### src/rtl/phase_trip_pkg.sv
package phase_trip_pkg;
  localparam int REG_W      = 8;
  localparam int BIT_RELOAD = 0;
  localparam int BIT_ENABLE = 1;

  typedef enum logic {
    SEL_CTRL = 1'b0,
    SEL_PROT = 1'b1
  } reg_sel_e;

  typedef struct packed {
    logic enable;
    logic reload;
  } ctrl_t;

  // Readback image of the control register: upper bits are always zero.
  function automatic logic [REG_W-1:0] ctrl_image(ctrl_t c);
    logic [REG_W-1:0] img;
    img             = '0;
    img[BIT_RELOAD] = c.reload;
    img[BIT_ENABLE] = c.enable;
    return img;
  endfunction

  // Next state of the cutoff latch.
  function automatic logic trip_next(logic q, logic en, logic fault_low);
    logic set_c;
    logic clr_c;
    set_c = en & fault_low;
    clr_c = ~en & ~fault_low;
    return set_c | (q & ~clr_c);
  endfunction

  // Reload select as seen by the timer.
  function automatic logic reload_eff(logic stored, logic simple_m, logic saw_m);
    return stored & ~(simple_m | saw_m);
  endfunction
endpackage

### src/rtl/pt_sync.sv
module pt_sync #(
  parameter int   STAGES   = 2,
  parameter logic RST_VAL  = 1'b1
) (
  input  logic clk,
  input  logic rst_n,
  input  logic d,
  output logic q
);
  logic [STAGES-1:0] chain;

  always_ff @(posedge clk or negedge rst_n) begin
    if (!rst_n) chain <= {STAGES{RST_VAL}};
    else        chain <= {chain[STAGES-2:0], d};
  end

  assign q = chain[STAGES-1];
endmodule

### src/rtl/pt_regs.sv
module pt_regs
  import phase_trip_pkg::*;
(
  input  logic             clk,
  input  logic             rst_n,
  input  logic             reg_sel,
  input  logic             wr_en,
  input  logic [REG_W-1:0] wr_data,
  input  logic             mode_simple,
  input  logic             mode_saw,
  output ctrl_t            ctrl_q,
  output logic             protect_q,
  output logic [REG_W-1:0] rd_data,
  output logic             reload_sel,
  output logic             ctrl_wr_ok,
  output logic             ctrl_wr_blocked
);
  logic ctrl_wr;
  logic prot_wr;

  assign ctrl_wr         = wr_en & (reg_sel == SEL_CTRL);
  assign prot_wr         = wr_en & (reg_sel == SEL_PROT);
  assign ctrl_wr_ok      = ctrl_wr & protect_q;
  assign ctrl_wr_blocked = ctrl_wr & ~protect_q;

  always_ff @(posedge clk or negedge rst_n) begin
    if (!rst_n) begin
      ctrl_q <= '0;
    end else if (ctrl_wr_ok) begin
      ctrl_q.reload <= wr_data[BIT_RELOAD];
      ctrl_q.enable <= wr_data[BIT_ENABLE];
    end
  end

  always_ff @(posedge clk or negedge rst_n) begin
    if (!rst_n)          protect_q <= 1'b0;
    else if (prot_wr)    protect_q <= wr_data[0];
    else if (ctrl_wr_ok) protect_q <= 1'b0;
  end

  always_comb begin
    if (reg_sel == SEL_CTRL) begin
      rd_data = ctrl_image(ctrl_q);
    end else begin
      rd_data    = '0;
      rd_data[0] = protect_q;
    end
  end

  assign reload_sel = reload_eff(ctrl_q.reload, mode_simple, mode_saw);
endmodule

### src/rtl/pt_trip.sv
module pt_trip
  import phase_trip_pkg::*;
(
  input  logic clk,
  input  logic rst_n,
  input  logic enable,
  input  logic fault_low,
  output logic tripped,
  output logic trip_set,
  output logic trip_clr
);
  logic nxt;

  assign nxt      = trip_next(tripped, enable, fault_low);
  assign trip_set = ~tripped & nxt;
  assign trip_clr = tripped & ~nxt;

  always_ff @(posedge clk or negedge rst_n) begin
    if (!rst_n) tripped <= 1'b0;
    else        tripped <= nxt;
  end
endmodule

### src/rtl/pt_gate.sv
module pt_gate #(
  parameter int PINS = 6
) (
  input  logic            cut,
  input  logic [PINS-1:0] drv_in,
  output logic [PINS-1:0] pad_out,
  output logic [PINS-1:0] pad_oe
);
  for (genvar i = 0; i < PINS; i++) begin : g_pin
    assign pad_oe[i]  = ~cut;
    assign pad_out[i] = drv_in[i] & ~cut;
  end
endmodule

### src/rtl/phase_trip_gate.sv
module phase_trip_gate
  import phase_trip_pkg::*;
#(
  parameter int NUM_PHASE   = 3,
  parameter int SYNC_STAGES = 2,
  localparam int PINS       = 2 * NUM_PHASE
) (
  input  logic             clk,
  input  logic             rst_n,
  input  logic             reg_sel,
  input  logic             wr_en,
  input  logic [REG_W-1:0] wr_data,
  output logic [REG_W-1:0] rd_data,
  input  logic             fault_n,
  input  logic             mode_simple,
  input  logic             mode_saw,
  input  logic [PINS-1:0]  drv_in,
  output logic [PINS-1:0]  pad_out,
  output logic [PINS-1:0]  pad_oe,
  output logic             reload_sel,
  output logic             tripped
);
  ctrl_t ctrl_q;
  logic  protect_q;
  logic  fault_sync;
  logic  fault_low;
  logic  ctrl_wr_ok;
  logic  ctrl_wr_blocked;
  logic  trip_set;
  logic  trip_clr;

  pt_sync #(.STAGES(SYNC_STAGES), .RST_VAL(1'b1)) u_sync (
    .clk(clk), .rst_n(rst_n), .d(fault_n), .q(fault_sync)
  );
  assign fault_low = ~fault_sync;

  pt_regs u_regs (
    .clk(clk), .rst_n(rst_n), .reg_sel(reg_sel), .wr_en(wr_en),
    .wr_data(wr_data), .mode_simple(mode_simple), .mode_saw(mode_saw),
    .ctrl_q(ctrl_q), .protect_q(protect_q), .rd_data(rd_data),
    .reload_sel(reload_sel), .ctrl_wr_ok(ctrl_wr_ok),
    .ctrl_wr_blocked(ctrl_wr_blocked)
  );

  pt_trip u_trip (
    .clk(clk), .rst_n(rst_n), .enable(ctrl_q.enable), .fault_low(fault_low),
    .tripped(tripped), .trip_set(trip_set), .trip_clr(trip_clr)
  );

  pt_gate #(.PINS(PINS)) u_gate (
    .cut(tripped), .drv_in(drv_in), .pad_out(pad_out), .pad_oe(pad_oe)
  );
endmodule

### config.mk
export PLATFORM = sky130hd
export DESIGN_NAME = phase_trip_gate
export DESIGN_NICKNAME = d
export VERILOG_FILES = /design/src/rtl/phase_trip_pkg.sv /design/src/rtl/pt_sync.sv /design/src/rtl/pt_regs.sv /design/src/rtl/pt_trip.sv /design/src/rtl/pt_gate.sv /design/src/rtl/phase_trip_gate.sv
export SDC_FILE = /design/constraint.sdc
export NUM_CORES = 1
export LEC_CHECK = 0
export BUFFER_PORTS_ARGS = -buffer_cell sky130_fd_sc_hd__buf_2
export CAP_MARGIN = 20
export CORE_AREA = 2 2 39 41
export CTS_CLUSTER_DIAMETER = 200
export CTS_CLUSTER_SIZE = 14
export DETAILED_ROUTE_END_ITERATION = 7
export DIE_AREA = 0 0 41 43
export PLACE_DENSITY = 0.79
export SLEW_MARGIN = 25
export SYNTH_ARGS = -nofsm -noshare
export SYNTH_HDL_FRONTEND = slang
export SYNTH_SLANG_ARGS = --single-unit
### constraint.sdc
create_clock -name clk -period 1.7 [get_ports clk]
set_input_delay 0.17 -clock clk [delete_from_list [all_inputs] [get_ports clk]]
set_output_delay 0.17 -clock clk [all_outputs]
set_load 0.005 [all_outputs]
==> results of run 1 <==
==> registers in the layout, summed over array words and instances (netlist names) <==
register / flops
u_sync.chain: 2
u_trip.tripped: 1
u_regs.protect_q: 1
u_regs.ctrl_q: 2
==> path summary, 6_finish.rpt <==
path	slack [ns]	cells past startpoint	endpoint	from
setup / recovery	0.47	2	rd_data[0]	u_regs.protect_q$_DFFE_PN0P_
hold / removal	0.03	1	u_sync.chain[0]$_DFF_PN1_	fault_n
setup reg to reg	0.71	2	u_trip.tripped$_DFF_PN0_	u_sync.chain[1]$_DFF_PN1_
hold reg to reg	0.35	0	u_sync.chain[1]$_DFF_PN1_	u_sync.chain[0]$_DFF_PN1_
max in group asynchronous	1.19	2	u_sync.chain[0]$_DFF_PN1_	rst_n
min in group asynchronous	0.28	2	u_trip.tripped$_DFF_PN0_	rst_n
==> cell families (layout without fill, tap and decap cells) <==
family	Yosys count	count (layout)	synth area share
flip-flops	6	6	0.396
buffers and inverters	14	38	0.244
multiplexers	3	3	0.107
AO/OA/AOI/OAI	1	1	0.0130
adder cells (fa/ha/maj)	1	1	0.0260
AND/OR/NAND/NOR	10	10	0.205
other	1	6	0.00973
==> through the flow <==
stage	utilization	area, um2	setup slack, ns
4_1_cts	0.382	528	0.447
5_1_grt	0.382	528	0.406
3_3_place_gp	0.355	492	0.709
2_1_floorplan	-	404	0.716
6_report	0.382	528	0.471
3_5_place_dp	0.355	492	0.702
==> metal layers <==
layer | vias up | GRT usage | part of all wire
li1 | 152 | - | -
met1 | 127 | 0.0855 | 0.35
met2 | 29 | 0.131 | 0.46
met3 | 0 | 0.0471 | 0.18
met4 | 0 | 0.0600 | 0
met5 | - | 0 | 0
==> repair_timing <==
item                                   4_1_cts  5_1_grt
endpoints found under the hold margin        6        0
hold buffers                                 1        0
buffers inserted                             0        0
==> worst reg2reg max path, delay by kind of cell, from the launching register on <==
kind	cells	cell delay, ns
buffers and inverters	1	0.03
flip-flops	1	0.51
adder cells (fa/ha/maj)	1	0.34
==> layout make-up <==
cell class | count | area share
Clock buffer | 4 | 0.0498
Inverter | 3 | 0.0213
Multi-Input combinational cell | 21 | 0.299
Sequential cell | 6 | 0.289
Tap cell | 16 | 0.0379
Timing Repair Buffer | 31 | 0.303
==> power groups by stage <==
stage	sequential (mW)	clock, mW	combinational, mW
floorplan	0.197	0	0.147
global placement	0.203	0	0.186
detailed placement	0.205	0	0.189
CTS	0.203	0.157	0.190
global route	0.207	0.165	0.222
finish	0.201	0.145	0.187
==> cells in the final DEF (no fill, tap or decap), types with 2 or more instances in the layout <==
master,Yosys,routed
buf_2,0,30
clkbuf_4,0,3
conb_1,1,6
dfrtp_1,4,4
dfstp_2,2,2
inv_1,3,3
mux2_4,2,2
nor2b_1,6,6
==> results.md, run 1 <==
* Fraction of layout cells with a size suffix above 1 at 0.615
* Clk_lat worst skew at 0.25 ns
* Buf/Inv on CP at 1
* Async SR Flop Fraction at 1.00
* Placed instance count at 76
* Port Buffers at 30
* FP Rows at 14
* Final net count at 87
* Synth Register Bits at 6
* Worst min path class: in2reg
* Htree depth at 1
* Register area at 153 um2
* CP max-delay cell: dfrtp_1
* Initial Util at 0.278
* Final-report hold violation count at 0
* DR pass1 iterations at 3
* Clk slew on worst S/H paths at 0.05 ns
* Non-Filler Instances at 81
* Gates resized, CTS repair at 0
* Internal power at 0.374 mW
* Num ports at 43
* CP Launch Type: flip-flop
* Flop pwr share at 0.376
* Top cells by area, synth: dfrtp_1 (26%), buf_4 (21%), dfstp_2 (14%), nor2b_1 (9.7%), mux2_4 (7.8%)
* Initial antenna violation count at 0
* Post-synth top flop: dfrtp_1
* Fraction of the yosys area taken by sequential cells at 0.396
* RSZ-0062 raised after global routing: no
* Number of max-cap violations at 0
* Slew Limit Fails at 0
* Vias per std cell at 3.80
* Antenna diodes at 0
* Status: finished, final reports clean
* Largest net degree at the start of global routing at 10
* Setup TNS at 0 ns
* Cell Pwr Density at 1010 nW/um2
* Switching share of power at 0.298
* First-pass GRT wire length at 966 um
* Area growth, synth to finish at 37.0%
* Leading area contributor after synthesis: dfrtp_1
* Netlist cell types at 14
* CP Capture Type: primary output
* Leak at 0.312 nW
* Crit-path cells: mux2_2 > buf_2
* Die W at 41 um
* Via Count at 308
* Endpoints failing setup at 0
* Peak Freq at 814 MHz
* CTS Buffer Depth at 2
* Worst hold slack at 0.0285 ns
* Clock sink total at 6
* Setup Skew at 0.0104 ns
* Clk pwr share at 0.272
* Tcrit/Tclk final at 0.723
* Post-synth top area share at 0.260
* Critical path fanouts, max at 3
* Vias in the first global route at 248
* Post-DR wirelength/cell at 8.59 um
* Die area at 1760 um2
* Final worst path period need at 1.23 ns
* Combinational fraction of design power at 0.351
* Data required time at the worst endpoint at 1.53 ns
* CP Data Arrival Time at 1.06 ns
* NetSw at 0.159 mW
* CTS Buf Count at 3
* Cell family with most CP delay: flip-flops
* Global route overflow at 0
* EDFF count, synth at 0
* GR Util All Layers at 0.0870
* CTS tree: done
* Root Buffer: clkbuf_4
* Synth warn at 0
* Total wire length at 696 um
* Multi-input gate area at 158 um2
* Crit Path Class: reg2out
* Antenna Nets Post-Route at 0
* Initial DRC count at 3
* Gate count of the mapped netlist at 36
* Critical path's largest stage delay at 0.42 ns
* Total power at 0.533 mW
* Residual DRC at 0
* Worst vdd ir at 334 uV
* Placeable Area at 1380 um2
* Top post-synthesis cells by count: buf_4 (11), nor2b_1 (6), dfrtp_1 (4), inv_1 (3)
* Area of the mapped netlist at 385 um2
* Syn Area/Cell at 10.7 um2
* FILL cells at 157
* Post-DP HPWL at 579 um
* Die Span Y at 43 um
* Final Wtd Congestion at 0.580
* Count leader, synth: buf_4
Power figures use the tool's default switching activity.
==> run 2: changes to the inputs <==
ABC_AREA = 1   (was not set)
CORE_AREA = not set   (was 2 2 39 41)
CORE_MARGIN = 2   (was not set)
CORE_UTILIZATION = 29   (was not set)
DIE_AREA = not set   (was 0 0 41 43)
PLACE_DENSITY = 0.82   (was 0.79)
clock period = 1 ns   (was 1.7 ns; I/O delays follow)
==> results.md, run 2 <==
* Clk slew on worst S/H paths at 0.05 ns (about the same)
* Critical path's largest stage delay at 0.46 ns (+0.04 ns)
* CTS tree: done
* RSZ-0062 raised after global routing: yes
* CTS Buf Count at 3 (unchanged)
* Initial DRC count at 1 (-2)
* CP max-delay cell: dfrtp_2
* Async SR Flop Fraction at 1.00 (unchanged)
* Clock sink total at 6 (unchanged)
* Min-delay src: wr_en
* Final core occ at 0.430 (+0.0488)
* Final worst slack at -0.0337 ns (-0.505 ns)
* DR pass1 iterations at 2 (-1)
* Pre-CTS setup slack at 0.127 ns (-0.574 ns)
* Post-DR wirelength/cell at 6.97 um (-19%)
* Critical path fanouts, max at 9 (+6)
* Vias per std cell at 3.71 (-2.3%)
* CP Launch Type: flip-flop
* Htree depth at 1 (unchanged)
* Netlist cell types at 16 (+2)
* Tcrit/Tclk final at 1.03
* CP Data Arrival Time at 0.93 ns (-0.13 ns)
* Synth Area in Adders at 0 (-0.0260)
* Post-synth top flop: dfrtp_1
* Port Buffers at 30 (unchanged)
* FP Rows at 13 (-1)
* Flop pwr share at 0.382 (+0.006)
* Final net count at 105 (+21%)
* Final-report hold violation count at 0 (unchanged)
* Root Buffer: clkbuf_4
* Top post-synthesis cells by count: buf_4 (11), inv_1 (10), nor2_1 (8), nand2_1 (6), dfrtp_1 (4)
* EDFF count, synth at 0 (unchanged)
* Number of max-cap violations at 0 (unchanged)
* Global route overflow at 0 (unchanged)
* Endpoints failing setup at 12 (+12)
* Top cells by area, synth: dfrtp_1 (26%), buf_4 (21%), dfstp_2 (13%), inv_1 (9.6%), nor2_1 (7.7%)
* Worst min path class: in2reg
* Worst vdd ir at 624 uV (+87%)
* Post-DP HPWL at 569 um (-1.6%)
* Synth Register Bits at 6 (unchanged)
* Count leader, synth: buf_4
* Final worst path period need at 1.03 ns
* Violated checks: setup timing
* Crit-path cells: nor2_1 > buf_2
* Gate count of the mapped netlist at 52 (+44%)
* Initial antenna violation count at 0 (unchanged)
* Clk pwr share at 0.279 (+0.007)
* CP Capture Type: primary output
* Placeable Area at 1280 um2 (-7.1%)
* Switching share of power at 0.310 (+0.0114)
* Combinational fraction of design power at 0.339 (-0.012)
* Syn Area/Cell at 7.53 um2 (-30%)
* Setup Skew at 0.00824 ns (-0.00216 ns)
* Internal power at 0.591 mW (+58%)
* Leading area contributor after synthesis: dfrtp_1
* Area growth, synth to finish at 41.2%
* GR Util All Layers at 0.0945 (+0.00758)
* Slew Limit Fails at 0 (unchanged)
* Total wire length at 683 um (-1.9%)
* Setup TNS at -0.185 ns (-0.185 ns)
* Final Wtd Congestion at 0.699 (+20%)
* Vias in the first global route at 252 (+1.6%)
* Data required time at the worst endpoint at 0.90 ns (-0.63 ns)
* Synth Area in XOR/XNOR at 0 (unchanged)
* Clk_lat worst skew at 0.24 ns (about the same)
* Die W at 40.8 um (-0.61%)
* Post-synthesis simple-gate area fraction at 0.217 (+0.0127)
* Crit Path Class: reg2out
* Die area at 1660 um2 (-5.8%)
* Antenna diodes at 0 (unchanged)
* Cell family with most CP delay: flip-flops
* Num ports at 43 (unchanged)
* Peak Freq at 967 MHz
* Buf/Inv on CP at 1 (unchanged)
* Initial Util at 0.305 (+0.0263)
* Post-DP Area at 485 um2 (-1.3%)
* Largest net degree at the start of global routing at 10 (unchanged)
* Most common cell after layout, fill and taps aside: buf_2
* Fraction of the mapped netlist area in compound gates at 0.0383 (+0.0254)
* Status: finished, violations left
* CTS Buffer Depth at 2 (unchanged)
* Antenna Nets Post-Route at 0 (unchanged)
* Area of the mapped netlist at 392 um2 (+1.6%)
* Via Count at 364 (+18%)
* Fraction of the yosys area taken by sequential cells at 0.390 (-0.00633)
* Worst Setup SP: u_trip.tripped$_DFF_PN0_
* Cell Pwr Density at 1550 nW/um2 (+53%)
* Mux cell area share after synthesis at 0 (-0.107)
* Residual DRC at 0 (unchanged)
* Post-synth top area share at 0.256 (-0.00415)
* Commonest non-fill, non-tap cells in the layout: buf_2 (30), inv_1 (8), nor2_1 (8)
* Leak at 0.336 nW (+7.7%)
* Fraction of layout cells with a size suffix above 1 at 0.518 (-0.0973)
* Largest family of logic cells by synthesized area: buffers and inverters
* First-pass GRT wire length at 959 um (-0.72%)
* Design area at 553 um2 (+4.7%)
* Die Span Y at 40.8 um (-5.2%)
* Synth warn at 0 (unchanged)
* Largest registers: u_regs.ctrl_q x2, u_sync.chain x2
* Worst R2R Start: u_trip.tripped$_DFF_PN0_
* NetSw at 0.265 mW (+67%)
run 2: power by group through the flow:
stage	Combinational, mW	Clock [mW]	Sequential (mW)
final	0.290	0.239	0.327
after global routing	0.351	0.272	0.335
after CTS	0.296	0.256	0.328
after detailed placement	0.259	0	0.331
after global placement	0.254	0	0.329
after floorplan	0.224	0	0.310
run 2: timing repair:
item	4_1_cts	5_1_grt
hold buffers	2	0
endpoints found under the hold margin	7	0
cloned	0	0
setup buffers	2	0
endpoints found under the setup margin	15	15
resized for setup	5	0
run 2: worst reg2reg max path, stage by stage (launching register included):
cell,delay (ns)
dfrtp_2,0.46
buf_4,0.15
nor2_1,0.09
a21oi_1,0.05
run 2: metal layers:
| layer | GRT usage | vias to the layer above | wire, um |
|---|---|---|---|
| met1 | 0.0940 | 146 | 270 |
| li1 | - | 200 | - |
| met4 | 0.0750 | 0 | 0 |
| met5 | 0 | - | 0 |
| met3 | 0.0489 | 0 | 58 |
| met2 | 0.147 | 18 | 355 |
run 2: worst paths after layout:
path | to | slack, ns | depth (start not counted)
min | u_regs.protect_q$_DFFE_PN0P_ | 0.09 | 2
max in group asynchronous | u_sync.chain[0]$_DFF_PN1_ | 0.56 | 2
min reg2reg | u_sync.chain[1]$_DFF_PN1_ | 0.35 | 0
min in group asynchronous | u_regs.protect_q$_DFFE_PN0P_ | 0.21 | 2
max reg2reg | u_trip.tripped$_DFF_PN0_ | 0.14 | 3
max | pad_out[4] | -0.03 | 2
run 2: layout make-up:
type | count | area, um2
multi-input cells | 28 | 128
well taps | 15 | 18.8
inverters | 11 | 41.3
fillers | 138 | 732
clock buffers | 4 | 26.3
flip-flops and latches | 6 | 154
repair buffers | 34 | 185
run 2: cell families after synthesis:
| kind of cell | Yosys count |
|---|---|
| buf+inv | 23 |
| compound gates | 3 |
| simple gates | 19 |
| flops | 6 |
| other cells | 1 |
run 2: through the flow:
stage | total power [mW] | hold WS, ns | std cells
floorplan | 0.534 | -0.196 | 57
detailed placement | 0.590 | -0.0679 | 90
global placement | 0.583 | -0.0726 | 90
finish | 0.856 | 0.0882 | 98
CTS | 0.881 | 0.0734 | 98
global route | 0.958 | 0.0874 | 98
==> run 3: changes to the inputs <==
CORE_AREA = 2 2 39 41   (was not set)
CORE_MARGIN = not set   (was 2)
CORE_UTILIZATION = not set   (was 29)
DIE_AREA = 0 0 41 43   (was not set)
PLACE_DENSITY = 0.8   (was 0.82)
clock period = 1.1 ns   (was 1 ns; I/O delays follow)
==> results.md, run 3 (synthesis results as in run 2) <==
* Leak at 0.322 nW (-4.0%)
* Final-report hold violation count at 0 (unchanged)
* CTS tree: done
* Post-DP HPWL at 638 um (+12%)
* Pre-CTS setup slack at 0.224 ns (+0.0963 ns)
* Commonest non-fill, non-tap cells in the layout: buf_2 (30), inv_1 (9), nor2_1 (8)
* FP Rows at 14 (+1)
* Residual DRC at 0 (unchanged)
* Clk_lat worst skew at 0.24 ns (about the same)
* Final core occ at 0.384 (-0.0461)
* CP Data Arrival Time at 0.93 ns (about the same)
* Initial Util at 0.283 (-0.0218)
* Clk pwr share at 0.265 (-0.014)
* Tcrit/Tclk final at 0.950
* Root Buffer: clkbuf_4
* Final Wtd Congestion at 0.692 (-0.96%)
* Clk slew on worst S/H paths at 0.04 ns (about the same)
* Crit Path Class: reg2out
* Num ports at 43 (unchanged)
* Worst min path class: in2reg
* Slew Limit Fails at 0 (unchanged)
* Worst hold slack at 0.124 ns (+0.0354 ns)
* Critical path's largest stage delay at 0.46 ns (about the same)
* Final net count at 103 (-1.9%)
* Peak Freq at 957 MHz
* Htree depth at 1 (unchanged)
* Worst vdd ir at 813 uV (+30%)
* Vias per std cell at 3.98 (+7.1%)
* Setup Skew at 0.000895 ns (-0.00734 ns)
* Die area at 1760 um2 (+6.2%)
* Port Buffers at 30 (unchanged)
* NetSw at 0.236 mW (-11%)
* CP Capture Type: primary output
* Design area at 532 um2 (-3.8%)
* CTS Buffer Depth at 2 (unchanged)
* Area growth, synth to finish at 35.8%
* Placeable Area at 1380 um2 (+7.7%)
* Post-DR wirelength/cell at 8.25 um (+18%)
* Most common cell after layout, fill and taps aside: buf_2
* Total wire length at 792 um (+16%)
* GR Util All Layers at 0.119 (+0.0248)
* Final worst path period need at 1.04 ns
* Clock sink total at 6 (unchanged)
* Internal power at 0.508 mW (-14%)
* Largest registers: u_regs.ctrl_q x2, u_sync.chain x2
* Final worst slack at 0.0551 ns (+0.0888 ns)
* Endpoints failing setup at 0 (-12)
* Crit-path cells: nor2_1 > buf_2
* CP Launch Type: flip-flop
* Combinational fraction of design power at 0.328 (-0.011)
* CP max-delay cell: dfrtp_2
* Setup TNS at 0 ns (+0.185 ns)
* Largest net degree at the start of global routing at 11 (+1)
* Initial antenna violation count at 0 (unchanged)
* Switching share of power at 0.317 (+0.00748)
* Status: finished, final reports clean
* Via Count at 382 (+4.9%)
* Vias in the first global route at 346 (+37%)
* Antenna Nets Post-Route at 0 (unchanged)
* RSZ-0062 raised after global routing: yes
* Fraction of layout cells with a size suffix above 1 at 0.500 (-0.0181)
* Die Span Y at 43 um (+5.5%)
* DR pass1 iterations at 4 (+2)
* Post-DP Area at 487 um2 (+0.26%)
* Cell Pwr Density at 1400 nW/um2 (-9.5%)
* Global route overflow at 0 (unchanged)
* Critical path fanouts, max at 10 (+1)
* Data required time at the worst endpoint at 0.99 ns (+0.09 ns)
* Die W at 41 um (+0.61%)
* Initial DRC count at 2 (+1)
* Number of max-cap violations at 0 (unchanged)
* Flop pwr share at 0.407 (+0.025)
* FILL cells at 140 (+1.4%)
* Antenna diodes at 0 (unchanged)
* First-pass GRT wire length at 1370 um (+42%)
* CTS Buf Count at 3 (unchanged)
==> run 3: power groups by stage <==
stage | registers [mW] | clock network (mW) | logic (mW)
global placement | 0.300 | 0 | 0.232
CTS | 0.302 | 0.205 | 0.246
floorplan | 0.282 | 0 | 0.204
global route | 0.310 | 0.223 | 0.294
finish | 0.303 | 0.198 | 0.244
detailed placement | 0.301 | 0 | 0.241
==> run 3: path summary, 6_finish.rpt <==
path	end	cells past startpoint	slack, ns	start
max	pad_out[0]	2	0.06	u_trip.tripped$_DFF_PN0_
min	u_regs.protect_q$_DFFE_PN0P_	2	0.12	wr_en
max reg2reg	u_trip.tripped$_DFF_PN0_	2	0.36	u_trip.tripped$_DFF_PN0_
min reg2reg	u_sync.chain[1]$_DFF_PN1_	0	0.35	u_sync.chain[0]$_DFF_PN1_
max in group asynchronous	u_sync.chain[0]$_DFF_PN1_	2	0.65	rst_n
min in group asynchronous	u_regs.ctrl_q[1]$_DFFE_PN0P_	2	0.23	rst_n
==> run 3: through the flow <==
step / power (mW) / std cells
finish: 0.745 / 96
global route: 0.827 / 96
CTS: 0.753 / 96
detailed placement: 0.542 / 91
global placement: 0.532 / 91
floorplan: 0.485 / 57
==> run 3: metal layers <==
metal,GRT usage,wire length (um)
met1,0.125,306
met2,0.184,414
met3,0.0785,72
met4,0.0400,0
met5,0,0
==> run 3: what timing repair did <==
action | in CTS | in global routing
endpoints found under the hold margin | 7 | 0
resized for setup | 1 | 3
hold buffers | 2 | 0
setup endpoints to repair | 6 | 10
buffers inserted | 0 | 0
==> run 3: worst max-delay path: cells and delay by family (launching register included) <==
| family | cells | cell delay [ns] |
|---|---|---|
| flip-flops | 1 | 0.46 |
| buffers and inverters | 1 | 0.12 |
| AND/OR/NAND/NOR | 1 | 0.12 |
==> run 3: final cells by class <==
type / instances / area, um2 / area share
Timing Repair Buffer: 32 / 170 / 0.320
Sequential cell: 6 / 155 / 0.292
Multi-Input combinational cell: 28 / 123 / 0.231
Inverter: 11 / 41.3 / 0.0776
Clock buffer: 3 / 22.5 / 0.0424
Tap cell: 16 / 20.0 / 0.0376
